--- src/rtl/dog_pkg.sv ---
package dog_pkg;

   typedef struct packed {
      logic pass;
      logic clamp;
   } gate_t;

   localparam gate_t GATE_SAFE = '{pass: 1'b0, clamp: 1'b1};

   function automatic int hold_cycles(input longint clk_hz, input longint hold_ns);
      return int'((clk_hz * hold_ns) / 64'd1_000_000_000);
   endfunction

endpackage

--- src/rtl/dog_sync.sv ---
module dog_sync #(
   parameter int  STAGES  = 2,
   parameter bit  RST_VAL = 1'b0
) (
   input  logic clk,
   input  logic rst_n,
   input  logic d_i,
   output logic q_o
);
   if (STAGES < 2) begin : g_bad_stages
      $error("dog_sync: STAGES must be at least 2");
   end

   logic [STAGES-1:0] chain_q;

   for (genvar s = 0; s < STAGES; s++) begin : g_stage
      if (s == 0) begin : g_first
         always_ff @(posedge clk or negedge rst_n) begin
            if (!rst_n) chain_q[0] <= RST_VAL;
            else        chain_q[0] <= d_i;
         end
      end else begin : g_next
         always_ff @(posedge clk or negedge rst_n) begin
            if (!rst_n) chain_q[s] <= RST_VAL;
            else        chain_q[s] <= chain_q[s-1];
         end
      end
   end

   assign q_o = chain_q[STAGES-1];
endmodule

--- src/rtl/dog_arm.sv ---
module dog_arm
   import dog_pkg::*;
(
   input  logic  clk,
   input  logic  rst_n,
   input  logic  supply_ok,
   input  logic  ext_ok,
   input  logic  word_latched,
   output gate_t gates_o
);
   gate_t gates_q;
   logic  healthy;
   logic  drive_next;

   always_comb begin
      healthy    = supply_ok & ext_ok;
      drive_next = healthy & (gates_q.pass | word_latched);
   end

   always_ff @(posedge clk or negedge rst_n) begin
      if (!rst_n) begin
         gates_q <= GATE_SAFE;
      end else begin
         gates_q.pass  <= drive_next;
         gates_q.clamp <= ~drive_next;
      end
   end

   assign gates_o = gates_q;

   AST_GATES_OPPOSITE: assert property (@(posedge clk) disable iff (!rst_n)
      gates_q.pass ^ gates_q.clamp);
   AST_SUPPLY_FAULT_CLAMPS: assert property (@(posedge clk) disable iff (!rst_n)
      !supply_ok |=> (gates_q.clamp && !gates_q.pass));
   AST_EXT_RESET_CLAMPS: assert property (@(posedge clk) disable iff (!rst_n)
      !ext_ok |=> !gates_q.pass);
   AST_ARM_NEEDS_WORD: assert property (@(posedge clk) disable iff (!rst_n)
      (!gates_q.pass && !word_latched) |=> !gates_q.pass);
endmodule

--- src/rtl/dog_hold.sv ---
module dog_hold #(
   parameter int HOLD_CYCLES = 250,
   parameter bit RETRIGGER   = 1'b1
) (
   input  logic clk,
   input  logic rst_n,
   input  logic load_n,
   input  logic auto_upd,
   output logic hold_o
);
   localparam int CW = $clog2(HOLD_CYCLES + 1);

   if (HOLD_CYCLES < 1) begin : g_bad_hold
      $error("dog_hold: HOLD_CYCLES must be at least 1");
   end

   logic          load_d;
   logic          fall;
   logic          start;
   logic [CW-1:0] cnt_q;
   logic [CW-1:0] cnt_next;
   logic          hold_q;

   assign fall = load_d & ~load_n;

   if (RETRIGGER) begin : g_restart
      assign start = fall & ~auto_upd;
   end else begin : g_ignore
      assign start = fall & ~auto_upd & (cnt_q == '0);
   end

   always_comb begin
      if (start)              cnt_next = CW'(HOLD_CYCLES);
      else if (cnt_q != '0)   cnt_next = cnt_q - 1'b1;
      else                    cnt_next = '0;
   end

   always_ff @(posedge clk or negedge rst_n) begin
      if (!rst_n) begin
         load_d <= 1'b1;
         cnt_q  <= '0;
         hold_q <= 1'b0;
      end else begin
         load_d <= load_n;
         cnt_q  <= cnt_next;
         hold_q <= (cnt_next != '0);
      end
   end

   assign hold_o = hold_q;

   AST_HOLD_ON_EDGE: assert property (@(posedge clk) disable iff (!rst_n)
      (load_d && !load_n && !auto_upd) |=> hold_q);
   AST_NO_HOLD_AUTO: assert property (@(posedge clk) disable iff (!rst_n)
      (auto_upd && !hold_q) |=> !hold_q);
endmodule

--- src/rtl/dac_outguard.sv ---
module dac_outguard
   import dog_pkg::*;
#(
   parameter longint CLK_HZ      = 50_000_000,
   parameter longint HOLD_NS     = 5000,
   parameter int     SYNC_STAGES = 2,
   parameter bit     RETRIGGER   = 1'b1
) (
   input  logic clk,
   input  logic rst_n,
   input  logic supply_ok_i,
   input  logic ext_rst_n_i,
   input  logic word_latched_i,
   input  logic load_n_i,
   input  logic auto_upd_i,
   output logic pass_en_o,
   output logic clamp_en_o,
   output logic hold_o,
   output logic rst_flag_o
);
   localparam int HOLD_CYCLES = hold_cycles(CLK_HZ, HOLD_NS);

   logic  supply_s;
   logic  ext_s;
   gate_t gates;
   logic  flag_q;

   dog_sync #(.STAGES(SYNC_STAGES), .RST_VAL(1'b0)) u_sync_supply (
      .clk(clk), .rst_n(rst_n), .d_i(supply_ok_i), .q_o(supply_s));

   dog_sync #(.STAGES(SYNC_STAGES), .RST_VAL(1'b0)) u_sync_ext (
      .clk(clk), .rst_n(rst_n), .d_i(ext_rst_n_i), .q_o(ext_s));

   dog_arm u_arm (
      .clk(clk), .rst_n(rst_n), .supply_ok(supply_s), .ext_ok(ext_s),
      .word_latched(word_latched_i), .gates_o(gates));

   dog_hold #(.HOLD_CYCLES(HOLD_CYCLES), .RETRIGGER(RETRIGGER)) u_hold (
      .clk(clk), .rst_n(rst_n), .load_n(load_n_i), .auto_upd(auto_upd_i),
      .hold_o(hold_o));

   always_ff @(posedge clk or negedge rst_n) begin
      if (!rst_n) flag_q <= 1'b1;
      else        flag_q <= ~supply_s;
   end

   assign pass_en_o  = gates.pass;
   assign clamp_en_o = gates.clamp;
   assign rst_flag_o = flag_q;

   AST_FLAG_TRACKS_SUPPLY: assert property (@(posedge clk) disable iff (!rst_n)
      supply_s |=> !flag_q);
   AST_FLAG_ON_FAULT: assert property (@(posedge clk) disable iff (!rst_n)
      !supply_s |=> (flag_q && !pass_en_o));
endmodule

--- config.mk ---
export PLATFORM = sky130hd
export DESIGN_NAME = dac_outguard
export DESIGN_NICKNAME = d
export VERILOG_FILES = /design/src/rtl/dog_pkg.sv /design/src/rtl/dog_sync.sv /design/src/rtl/dog_arm.sv /design/src/rtl/dog_hold.sv /design/src/rtl/dac_outguard.sv
export SDC_FILE = /design/constraint.sdc
export NUM_CORES = 1
export LEC_CHECK = 0
export ABC_CLOCK_PERIOD_IN_PS = 3600
export BUFFER_PORTS_ARGS = -buffer_cell sky130_fd_sc_hd__buf_4
export CORE_MARGIN = 3
export CORE_UTILIZATION = 50
export DETAILED_ROUTE_END_ITERATION = 12
export GPL_TIMING_DRIVEN = 0
export HOLD_SLACK_MARGIN = 0.05
export PLACE_DENSITY = 0.72
export SYNTH_ARGS = -nofsm -noshare
export SYNTH_HDL_FRONTEND = slang
export SYNTH_SLANG_ARGS = --single-unit
--- constraint.sdc ---
create_clock -name clk -period 3.6 [get_ports clk]
set_input_delay 0.18 -clock clk [delete_from_list [all_inputs] [get_ports clk]]
set_output_delay 0.18 -clock clk [all_outputs]
set_load 0.01 [all_outputs]
Word-level counts from Yosys, hierarchy flattened
Index checks and enable logic that the tools add are counted.
- add/sub/neg operators: 1
- mux-type cells: 2
- bitwise logic cells: 9
- reduce and logical (&&, ||, !) cells: 2
- operators by type and width (operator ; number):
    two-way mux 8 bit ; 2
    nonzero test 8 bit ; 2
    subtractor 8 x 1 -> 8 bit (second input constant) ; 1
    bitwise AND 1 bit ; 4
    inverter 1 bit ; 4
    bitwise OR 1 bit ; 1
- flip-flop bits (word level): 17
- input bits: 7
- output and inout bits: 4
- word-level logic and storage cells: 24

Depth between registers and ports, before layout
Gate-level depths: netlist (run 1).
- depth after elaboration: 5
- gate-level depth with buffers: 7
- depth with buffers taken out: 7

Modules after synthesis
A second synthesis (run 1) with hierarchy kept.
- cell total of the unflattened synthesis: 70
- area total of the unflattened synthesis: 783.3 µm²
- modules (own cells, without submodules) (module ; instances ; cells an instance ; area each (µm²) ; seq. area each (µm²)):
    dog_hold ; 1 ; 60 ; 584.3 ; 251.5
    dog_sync ; 2 ; 2 ; 50.0 ; 50.0
    dog_arm ; 1 ; 4 ; 68.8 ; 51.3
    dac_outguard ; 1 ; 2 ; 30.0 ; 26.3

Least setup slack after synthesis (run 1)
No wires, ideal clock.
- path kind: flip-flop to flip-flop
- start: register u_hold.cnt_q[4]
- end: register u_hold.hold_q, in the netlist u_hold.hold_o
- setup time: 0.138 ns
- arrival: 1.772 ns
- required time: 3.462 ns
- path slack: 1.689 ns
- stages on the path, launching flop included: 5
- path buffers: 0
- period minus slack after synthesis: 1.911 ns
- cells stage by stage: dfrtp_1 or3_4 nor4_1 mux2i_1 or4b_1
- word-level cells in the longest chain between the ends: 4
- elaborated cells on any way between the ends: 5
- classes of those cells: add/sub (1); mux (2); reduce/logical (2)
- RTL lines (what ; RTL line ; text):
    start: declaration ; dog_hold.sv:20 ; logic [CW-1:0] cnt_q;
    start signal: assignment ; dog_hold.sv:45 ; cnt_q <= cnt_next;
    subtractor 8 x 1 -> 8 bit or nonzero test 8 bit (tied branches) ; dog_hold.sv:34 ; else if (cnt_q != '0) cnt_next = cnt_q - 1'b1;
    two-way mux 8 bit (*) ; dog_hold.sv:34 ;
    two-way mux 8 bit (*) ; dog_hold.sv:33 ; if (start) cnt_next = CW'(HOLD_CYCLES);
    nonzero test 8 bit (*) ; dog_hold.sv:46 ; hold_q <= (cnt_next != '0);
    end signal: assignment ; dog_hold.sv:46 ;
    end: declaration ; dog_hold.sv:22 ; logic hold_q;
Every way passes the cells marked *; elsewhere a longest branch is shown, timed or not.

Worst setup path after layout (run 1)
Same ends and word-level chain as after synthesis.

==> impl_metrics.ini, run 1 <==
[run_status]
status = completed

[finish]
nets = 89
drive_gt1_share_pct = 23.8
diodes = 0
fill_cells = 98
final_common_cell = dfrtp_1
postLayoutCellArea_um2 = 878
syn2layout_area_growth_pct = 22.5
final_cell_count_no_fill = 95
final_cell_mix = dfrtp_1 (14), buf_4 (10), inv_1 (6)

[floorplan]
die-area_mm2 = 0.00192
rows = 13
io_pins = 11
fp.dieW_um = 43.9
core_area_mm2 = 0.00132
initial_core_util_pct = 54.4
die_h_um = 43.9

[place]
port_buffers = 10
place_congestion = 0.767
place_hpwl_um = 895
placedInstanceArea_um2 = 811
dp.cells = 87

[global_route]
antenna_found_initial = 0
overflow = 0
grt_pass1_wl_um = 2260
met2_usage_pct = 25.9
grt_pass1_vias = 490
grt_start_max_net_pins = 18
grt_util_met1_pct = 21.7
grt.met3_usage_pct = 2.49
busiest_layer = met2
grt_usage_pct = 16.2

[worst_setup_path]
crit_path_end_kind = register
arrival_ns = 2.22
start_kind = register
r2r-start = u_hold.cnt_q[4]$_DFF_PN0_
cp.required_ns = 3.77
reg2reg_slack_ns = 1.55
startpoint = u_hold.cnt_q[4]$_DFF_PN0_
r2r_cells = 4
regToRegEndpoint = u_hold.hold_o$_DFF_PN0_
worstSetupPathType = register to register
crit_end = u_hold.hold_o$_DFF_PN0_
crit_path_max_fanout = 6

[logic_synthesis]
post_synth_num_cell_types = 26
yosys.area_share.xor_xnor_pct = 3.66
synthSimpleGateAreaFrac_pct = 19.5
synth_compound_area_share_pct = 10.6
synth.area.mux_share_pct = 1.40
synth_fp_nets = 70
synth_cells = 62
synth_top_family_by_area = simple AND/OR/NAND/NOR gates
synthAdderAreaFrac_pct = 1.75
syn_area_um2 = 717
yosysWarnings = 0
yosysSeqAreaShare_pct = 59.9
synthTopCellsByArea = dfrtp_1 (49%), dfstp_2 (11%), xnor2_1 (3.7%)
synth_top_area_share_pct = 48.9
postSynthAreaPerCell_um2 = 11.6
ys_seq_elements = 17
yosysTopAreaCell = dfrtp_1

[power]
power.leakage_uw = 0.000382
irDropWorstVdd_mv = 0.312
power.density_mw_per_mm2 = 562
fin_total_pwr_uw = 493

[clock_network]
root_buffer = clkbuf_4
clk_latency_ns = 0.28
numClockSinks = 17
numCtsBuffers = 3
cts-resized-gates = 0
h-tree-depth = 1
cts_tree = built
cts_hold_buf = 4
cts_buffer_depth = 2
post_cts_buffers = 0
clk_pin_slew_ns = 0.10

[timing]
finalMaxSlewViolations = 0
skew_ns = 0.00173
hold_viol_final = 0
tns_ns = 0
worst_slew_pin_slew_ns = 0.423
period_needed_ns = 2.05
setup_viol = 0
slew_headroom_pct = 71.6
rsz0062_at_grt = no
timing.fmax_ghz = 0.488
fin_crit_sh_pct = 57.0

[job]
maxCapViolCount = 0

[drt]
ant_nets = 0
post_drt_wl_per_cell_um = 13.5
viasPerCell = 5.23
drtIter0Drc = 8
drt_wl_total_um = 1280
vias = 497
drtPass1Iterations = 4
drcViolationCount = 0

[min_path]
hold_path_class = input port to register
critical path, cell delays in order, from the launching register on:
cell and delay [ns]:
dfrtp_1 0.45, or3_4 0.45, nor4_1 0.33, mux2i_1 0.26, or4b_1 0.44
power breakdown:
group | internal [uW] | switching [uW] | total [uW]
Sequential | 225 | 33.4 | 258
Combinational | 65.8 | 68.0 | 134
Clock | 41.2 | 60.1 | 101
Total | 332 | 161 | 493
metrics by stage:
step	hold WS, ns	util [%]	setup slack [ns]
global route	0.111	66.7	1.50
floorplan	-0.116	-	1.69
global placement	0.0477	61.5	1.60
finish	0.106	66.7	1.55
CTS	0.107	66.7	1.55
detailed placement	0.0515	61.5	1.57
layer usage:
metal,part of all wire (%),up-vias
met4,0.47,0
li1,-,252
met2,48,16
met3,5.0,2
met1,47,227
met5,0,-
worst min-delay path by stage:
stage | end | startpoint | depth (start not counted) | slack (ns)
global route | u_arm.gates_o[0]$_DFF_PN1_ | word_latched_i | 2 | 0.11
CTS | u_arm.gates_o[0]$_DFF_PN1_ | word_latched_i | 2 | 0.11
floorplan | u_arm.gates_o[1]$_DFF_PN0_ | rst_n | 0 | -0.12
detailed placement | u_hold.hold_o$_DFF_PN0_ | rst_n | 1 | 0.05
finish | u_arm.gates_o[0]$_DFF_PN1_ | word_latched_i | 2 | 0.11
global placement | u_hold.hold_o$_DFF_PN0_ | rst_n | 1 | 0.05
layout make-up:
class / instances / area, um^2 / share of cell area (%)
clock buffers: 3 / 22.5 / 2.56
inverters: 6 / 22.5 / 2.56
multi-input cells: 39 / 265 / 30.2
clock inverters: 1 / 5.00 / 0.570
flip-flops and latches: 17 / 429 / 48.9
repair buffers: 14 / 115 / 13.1
well taps: 15 / 18.8 / 2.14
logic make-up after synthesis:
family	Yosys count
mux	1
flops	17
buf+inv	6
compound gates	12
fa+ha+maj	1
simple gates	22
xor+xnor	3
sequential cells by signal, indices dropped and copies added, names as in the netlist:
signal / flops
rst_flag_o: 1
u_arm.gates_o: 2
u_hold.cnt_q: 8
u_hold.hold_o: 1
u_hold.load_d: 1
u_sync_ext.chain_q: 1
u_sync_ext.q_o: 1
u_sync_supply.chain_q: 1
u_sync_supply.q_o: 1
cells in the mapped netlist:
master     n
nand4b_1   1
o21ai_1    3
a31oi_1    1
nor2_1     4
o31ai_1    2
o311ai_1   1
nor3_1     3
and2_1     1
or3_4      1
nor4_1     1
o21ai_0    1
nand2_1    4
or2_1      1
ha_1       1
or4b_1     1
a311oi_1   1
dfrtp_1   14
nor2b_1    1
xnor2_1    3
inv_1      6
dfstp_2    3
o211ai_1   1
nor4_4     1
mux2i_1    1
a21oi_1    2
nand2b_1   3
No activity file was read; power rests on OpenSTA's default activity.
==> run 2, diff against run 1 <==
--- a/config.mk
+++ b/config.mk
@@ -5,14 +5,14 @@
 export SDC_FILE = /design/constraint.sdc
 export NUM_CORES = 1
 export LEC_CHECK = 0
-export ABC_CLOCK_PERIOD_IN_PS = 3600
+export ABC_CLOCK_PERIOD_IN_PS = 1850
 export BUFFER_PORTS_ARGS = -buffer_cell sky130_fd_sc_hd__buf_4
 export CORE_MARGIN = 3
-export CORE_UTILIZATION = 50
+export CORE_UTILIZATION = 47
 export DETAILED_ROUTE_END_ITERATION = 12
 export GPL_TIMING_DRIVEN = 0
 export HOLD_SLACK_MARGIN = 0.05
-export PLACE_DENSITY = 0.72
+export PLACE_DENSITY = 0.71
 export SYNTH_ARGS = -nofsm -noshare
 export SYNTH_HDL_FRONTEND = slang
 export SYNTH_SLANG_ARGS = --single-unit
==> constraint.sdc (replaced) <==
create_clock -name clk -period 1.85 [get_ports clk]
set_input_delay 0.0925 -clock clk [delete_from_list [all_inputs] [get_ports clk]]
set_output_delay 0.0925 -clock clk [all_outputs]
set_load 0.01 [all_outputs]
==> run 2 against run 1 <==
Net effect: count of clock-buffer cells in the layout stayed put; clock power up 91%; worst setup slack lost 1.5 ns; power rose by 120%.
==> impl_metrics.ini, run 2 (synthesized netlist as in run 1, its figures left out) <==
[drt]
ant_nets = 0
drtPass1Iterations = 4
post_drt_wl_per_cell_um = 13.1
drcViolationCount = 0
drt_wl_total_um = 1340
vias = 549
viasPerCell = 5.38
drtIter0Drc = 6

[finish]
final_cell_mix = buf_4 (16), dfrtp_1 (14), inv_1 (6)
final_core_util_pct = 72.2
diodes = 0
regMostFlops = u_hold.cnt_q
syn2layout_area_growth_pct = 37.5
largest_reg_flops = 8
postLayoutCellArea_um2 = 986
fill_cells = 97
seq_area_um2 = 429
drive_gt1_share_pct = 35.6
multiInputGateArea_um2 = 318
final_common_cell = buf_4
nets = 96

[global_route]
overflow = 0
grt_start_max_net_pins = 18
antenna_found_initial = 0
grt_pass1_wl_um = 2360
grt_usage_pct = 16.2
grt_pass1_vias = 558

[place]
placedInstanceArea_um2 = 826
port_buffers = 10
place_hpwl_um = 832
place_congestion = 0.754

[timing]
setup_viol = 0
period_needed_ns = 1.82
hold_viol_final = 0
timing.fmax_ghz = 0.549
rsz0062_at_grt = yes
fin_crit_sh_pct = 98.5
skew_ns = 0.00224
worst_slew_pin_slew_ns = 0.316
finalMaxSlewViolations = 0
slew_headroom_pct = 78.6
hold_ws_ns = 0.192

[min_path]
hold_path_class = input port to async pin

[clock_network]
numClockSinks = 17
numCtsBuffers = 3
cts_tree = built
clk_pin_slew_ns = 0.10
cts_buffer_depth = 2
root_buffer = clkbuf_4
clk_latency_ns = 0.28
h-tree-depth = 1

[job]
maxCapViolCount = 0

[power]
power.density_mw_per_mm2 = 1120
power.leakage_uw = 0.000445
fin_total_pwr_uw = 1100
irDropWorstVdd_mv = 0.817

[floorplan]
io_pins = 11
core_area_mm2 = 0.00137
rows = 13
die-area_mm2 = 0.00203
initial_core_util_pct = 52.5
die_h_um = 45.1
fp.dieW_um = 45.1

[worst_setup_path]
start_kind = register
worstSetupPathType = register to register
crit_path_max_fanout = 5
cp.required_ns = 2.01
crit_path_end_kind = register
r2r_cells = 4
arrival_ns = 1.98

[run_status]
status = completed
run 2: cell count changes in the layout (fill, tap and decap cells not counted), sizes merged:
cell | before | now
buf | 10 | 16
dlygate4sd3 | 4 | 5
run 2: cell type report:
type | instances | share of cell area [%]
timing repair buffer | 21 | 17.3
clock buffer | 3 | 2.28
multi-input combinational | 39 | 32.2
sequential | 17 | 43.5
inverter | 6 | 2.28
tap | 15 | 1.90
clock inverter | 1 | 0.508
run 2: metal layers:
layer	vias up	global-route usage [%]	part of all wire, %
met5	-	0	0
met4	0	8.77	0.90
met3	2	2.39	3.6
met2	9	26.3	48
met1	269	20.7	48
li1	269	-	-
run 2: path summary, 6_finish.rpt:
check | start | to | slack, ns
max reg2reg | u_hold.cnt_q[2]$_DFF_PN0_ | u_hold.hold_o$_DFF_PN0_ | 0.03
max in group asynchronous | rst_n | u_hold.load_d$_DFF_PN1_ | 1.41
max | u_hold.cnt_q[2]$_DFF_PN0_ | u_hold.hold_o$_DFF_PN0_ | 0.03
min in group clk | auto_upd_i | u_hold.cnt_q[7]$_DFF_PN0_ | 0.22
min reg2reg | u_sync_ext.chain_q[0]$_DFF_PN0_ | u_sync_ext.q_o$_DFF_PN0_ | 0.36
min | rst_n | u_sync_supply.q_o$_DFF_PN0_ | 0.19
run 2: worst max-delay path, stage by stage, from the launching register on:
cell	delay, ns
dfrtp_1	0.40
or3_4	0.45
nor4_4	0.16
mux2i_1	0.24
or4b_1	0.44
run 2: report_power, final:
group / internal, uW / switching (uW) / total (uW)
combinational: 221 / 201 / 422
clock: 80.2 / 113 / 193
sequential: 437 / 47.8 / 485
run 2: through the flow:
step                      setup TNS (ns)  instances  worst slack, ns
after floorplan                        0         62          0.00805
after global placement            -0.169         87           -0.169
after detailed placement          -0.187         87           -0.187
after CTS                        -0.0117        101          -0.0117
after global routing             -0.0375        102          -0.0375
final                                  0        102           0.0275
run 2: timing repair:
item | 4_1_cts | 5_1_grt
hold endpoints to repair | 21 | 0
buffers inserted | 5 | 1
resized for setup | 2 | 6
setup endpoints to repair | 1 | 1
hold buffers | 5 | 0
pin swaps | 4 | 5
gates cloned | 0 | 0
==> run 3, diff against run 2 <==
--- a/config.mk
+++ b/config.mk
@@ -8,11 +8,13 @@
 export ABC_CLOCK_PERIOD_IN_PS = 1850
 export BUFFER_PORTS_ARGS = -buffer_cell sky130_fd_sc_hd__buf_4
 export CORE_MARGIN = 3
-export CORE_UTILIZATION = 47
+export CORE_UTILIZATION = 50
+export CTS_BUF_LIST = sky130_fd_sc_hd__clkbuf_8
 export DETAILED_ROUTE_END_ITERATION = 12
 export GPL_TIMING_DRIVEN = 0
 export HOLD_SLACK_MARGIN = 0.05
-export PLACE_DENSITY = 0.71
+export MAX_ROUTING_LAYER = met4
+export PLACE_DENSITY = 0.74
 export SYNTH_ARGS = -nofsm -noshare
 export SYNTH_HDL_FRONTEND = slang
 export SYNTH_SLANG_ARGS = --single-unit
==> constraint.sdc (replaced) <==
create_clock -name clk -period 1.85 [get_ports clk]
set_input_delay 0.37 -clock clk [delete_from_list [all_inputs] [get_ports clk]]
set_output_delay 0.37 -clock clk [all_outputs]
set_load 0.01 [all_outputs]
==> run 3 against run 2 <==
Net effect: the run now ends with negative setup slack left; clock power is 41% higher; sequential power hardly changed; power is 3.6% higher; via count is 2.6% lower; utilization is 1.7 points higher; routed wire length is 6.8% higher; fmax is 2.5% lower; critical path type unchanged; largest cell class unchanged.
==> impl_metrics.ini, run 3 (synthesized netlist as in run 1, its figures left out) <==
[clock_network]
cts_buffer_depth = 2
root_buffer = clkbuf_8
numCtsBuffers = 3
numClockSinks = 17
clk_pin_slew_ns = 0.06
clk_latency_ns = 0.25
h-tree-depth = 1
cts_tree = built

[worst_setup_path]
r2r_cells = 4
crit_path_end_kind = register
crit_path_max_fanout = 5
crit_end = u_hold.hold_o$_DFF_PN0_
start_kind = register
r2r-start = u_hold.cnt_q[4]$_DFF_PN0_
regToRegEndpoint = u_hold.hold_o$_DFF_PN0_
worstSetupPathType = register to register
arrival_ns = 1.99
crit_slowest_cell = or4b_1
max_stage_delay_ns = 0.54
startpoint = u_hold.cnt_q[4]$_DFF_PN0_
path_cells = or3_4, o21ai_0, o311ai_1, or4b_1
cp.required_ns = 1.97
reg2reg_slack_ns = -0.02

[global_route]
antenna_found_initial = 0
grt_pass1_vias = 578
grt.met3_usage_pct = 7.05
busiest_layer = met2
grt_util_met1_pct = 24.3
met2_usage_pct = 29.1
grt_usage_pct = 20.1
grt_start_max_net_pins = 18
grt_pass1_wl_um = 2590
overflow = 0

[finish]
nets = 94
final_common_cell = buf_4
final_cell_mix = buf_4 (18), dfrtp_1 (14), inv_1 (7)
diodes = 0
postLayoutCellArea_um2 = 973
drive_gt1_share_pct = 40.0
largest_reg_flops = 8
regMostFlops = u_hold.cnt_q
syn2layout_area_growth_pct = 35.8

[power]
power.leakage_uw = 0.000449
power.density_mw_per_mm2 = 1170
irDropWorstVdd_mv = 0.779
fin_total_pwr_uw = 1140

[drt]
ant_nets = 0
drcViolationCount = 0
post_drt_wl_per_cell_um = 14.3
drtPass1Iterations = 4
viasPerCell = 5.35
drt_wl_total_um = 1430
drtIter0Drc = 9
vias = 535

[floorplan]
die_h_um = 43.9
fp.dieW_um = 43.9
core_area_mm2 = 0.00132
io_pins = 11
die-area_mm2 = 0.00192
rows = 13
initial_core_util_pct = 54.4

[timing]
worst_slack_ns = -0.0188
tns_ns = -0.0188
hold_ws_ns = 0.221
finalMaxSlewViolations = 0
worst_slew_pin_slew_ns = 0.314
rsz0062_at_grt = yes
timing.fmax_ghz = 0.535
skew_ns = 0.00307
slew_headroom_pct = 78.7
setup_viol = 1
hold_viol_final = 0
period_needed_ns = 1.87
fin_crit_sh_pct = 101

[place]
place_congestion = 0.764
port_buffers = 10
place_hpwl_um = 816
placedInstanceArea_um2 = 826
dp_slack_ns = -0.170

[run_status]
violations = negative setup slack
status = finished with violations

[job]
maxCapViolCount = 0

[min_path]
whs_path_depth = 1
hold_path_class = input port to register
-- run 3: cell count changes in the layout (fill, tap and decap cells not counted), sizes merged --
cell | before | now
buf | 16 | 18
inv | 6 | 7
dlygate4sd3 | 5 | 1
clkinv | 1 | 0
-- run 3: worst min-delay path by stage --
stage / startpoint / to / slack (ns)
final: supply_ok_i / u_sync_supply.chain_q[0]$_DFF_PN0_ / 0.22
after global routing: ext_rst_n_i / u_sync_ext.chain_q[0]$_DFF_PN0_ / 0.21
after CTS: supply_ok_i / u_sync_supply.chain_q[0]$_DFF_PN0_ / 0.22
after detailed placement: rst_n / u_hold.cnt_q[6]$_DFF_PN0_ / 0.24
after global placement: rst_n / u_hold.cnt_q[6]$_DFF_PN0_ / 0.24
after floorplan: rst_n / u_arm.gates_o[1]$_DFF_PN0_ / 0.07
-- run 3: through the flow --
step | util (%) | std cells
CTS | 72.7 | 100
finish | 73.9 | 100
detailed placement | 62.7 | 87
floorplan | - | 62
global placement | 62.7 | 87
global route | 73.9 | 100
-- run 3: power breakdown --
part           switching (uW)  total [uW]  internal (uW)
sequential               49.8         488            438
clock                     125         272            147
combinational             194         380            185
-- run 3: worst max-delay path: cells and delay by family (launching register included) --
kind | cells | cell delay (ns)
simple gates | 2 | 0.99
flops | 1 | 0.39
compound gates | 2 | 0.36
-- run 3: area by class of cell --
class / count / area (um^2)
Inverter: 6 / 22.5
Clock inverter: 1 / 3.75
Fill cell: 84 / 344
Multi-Input combinational cell: 39 / 313
Timing Repair Buffer: 19 / 145
Tap cell: 15 / 18.8
Sequential cell: 17 / 429
Clock buffer: 3 / 41.3
-- run 3: metal layers --
layer,part of all wire [%],vias to the layer above
met5,0,-
met4,2.4,0
met3,4.1,5
met2,48,13
met1,45,255
li1,-,262
-- run 3: what timing repair did --
action,CTS,global route
setup buffers,8,1
resized for setup,4,4
hold buffers,1,0
hold endpoints to repair,14,0
pin swaps,4,2
endpoints found under the setup margin,1,2
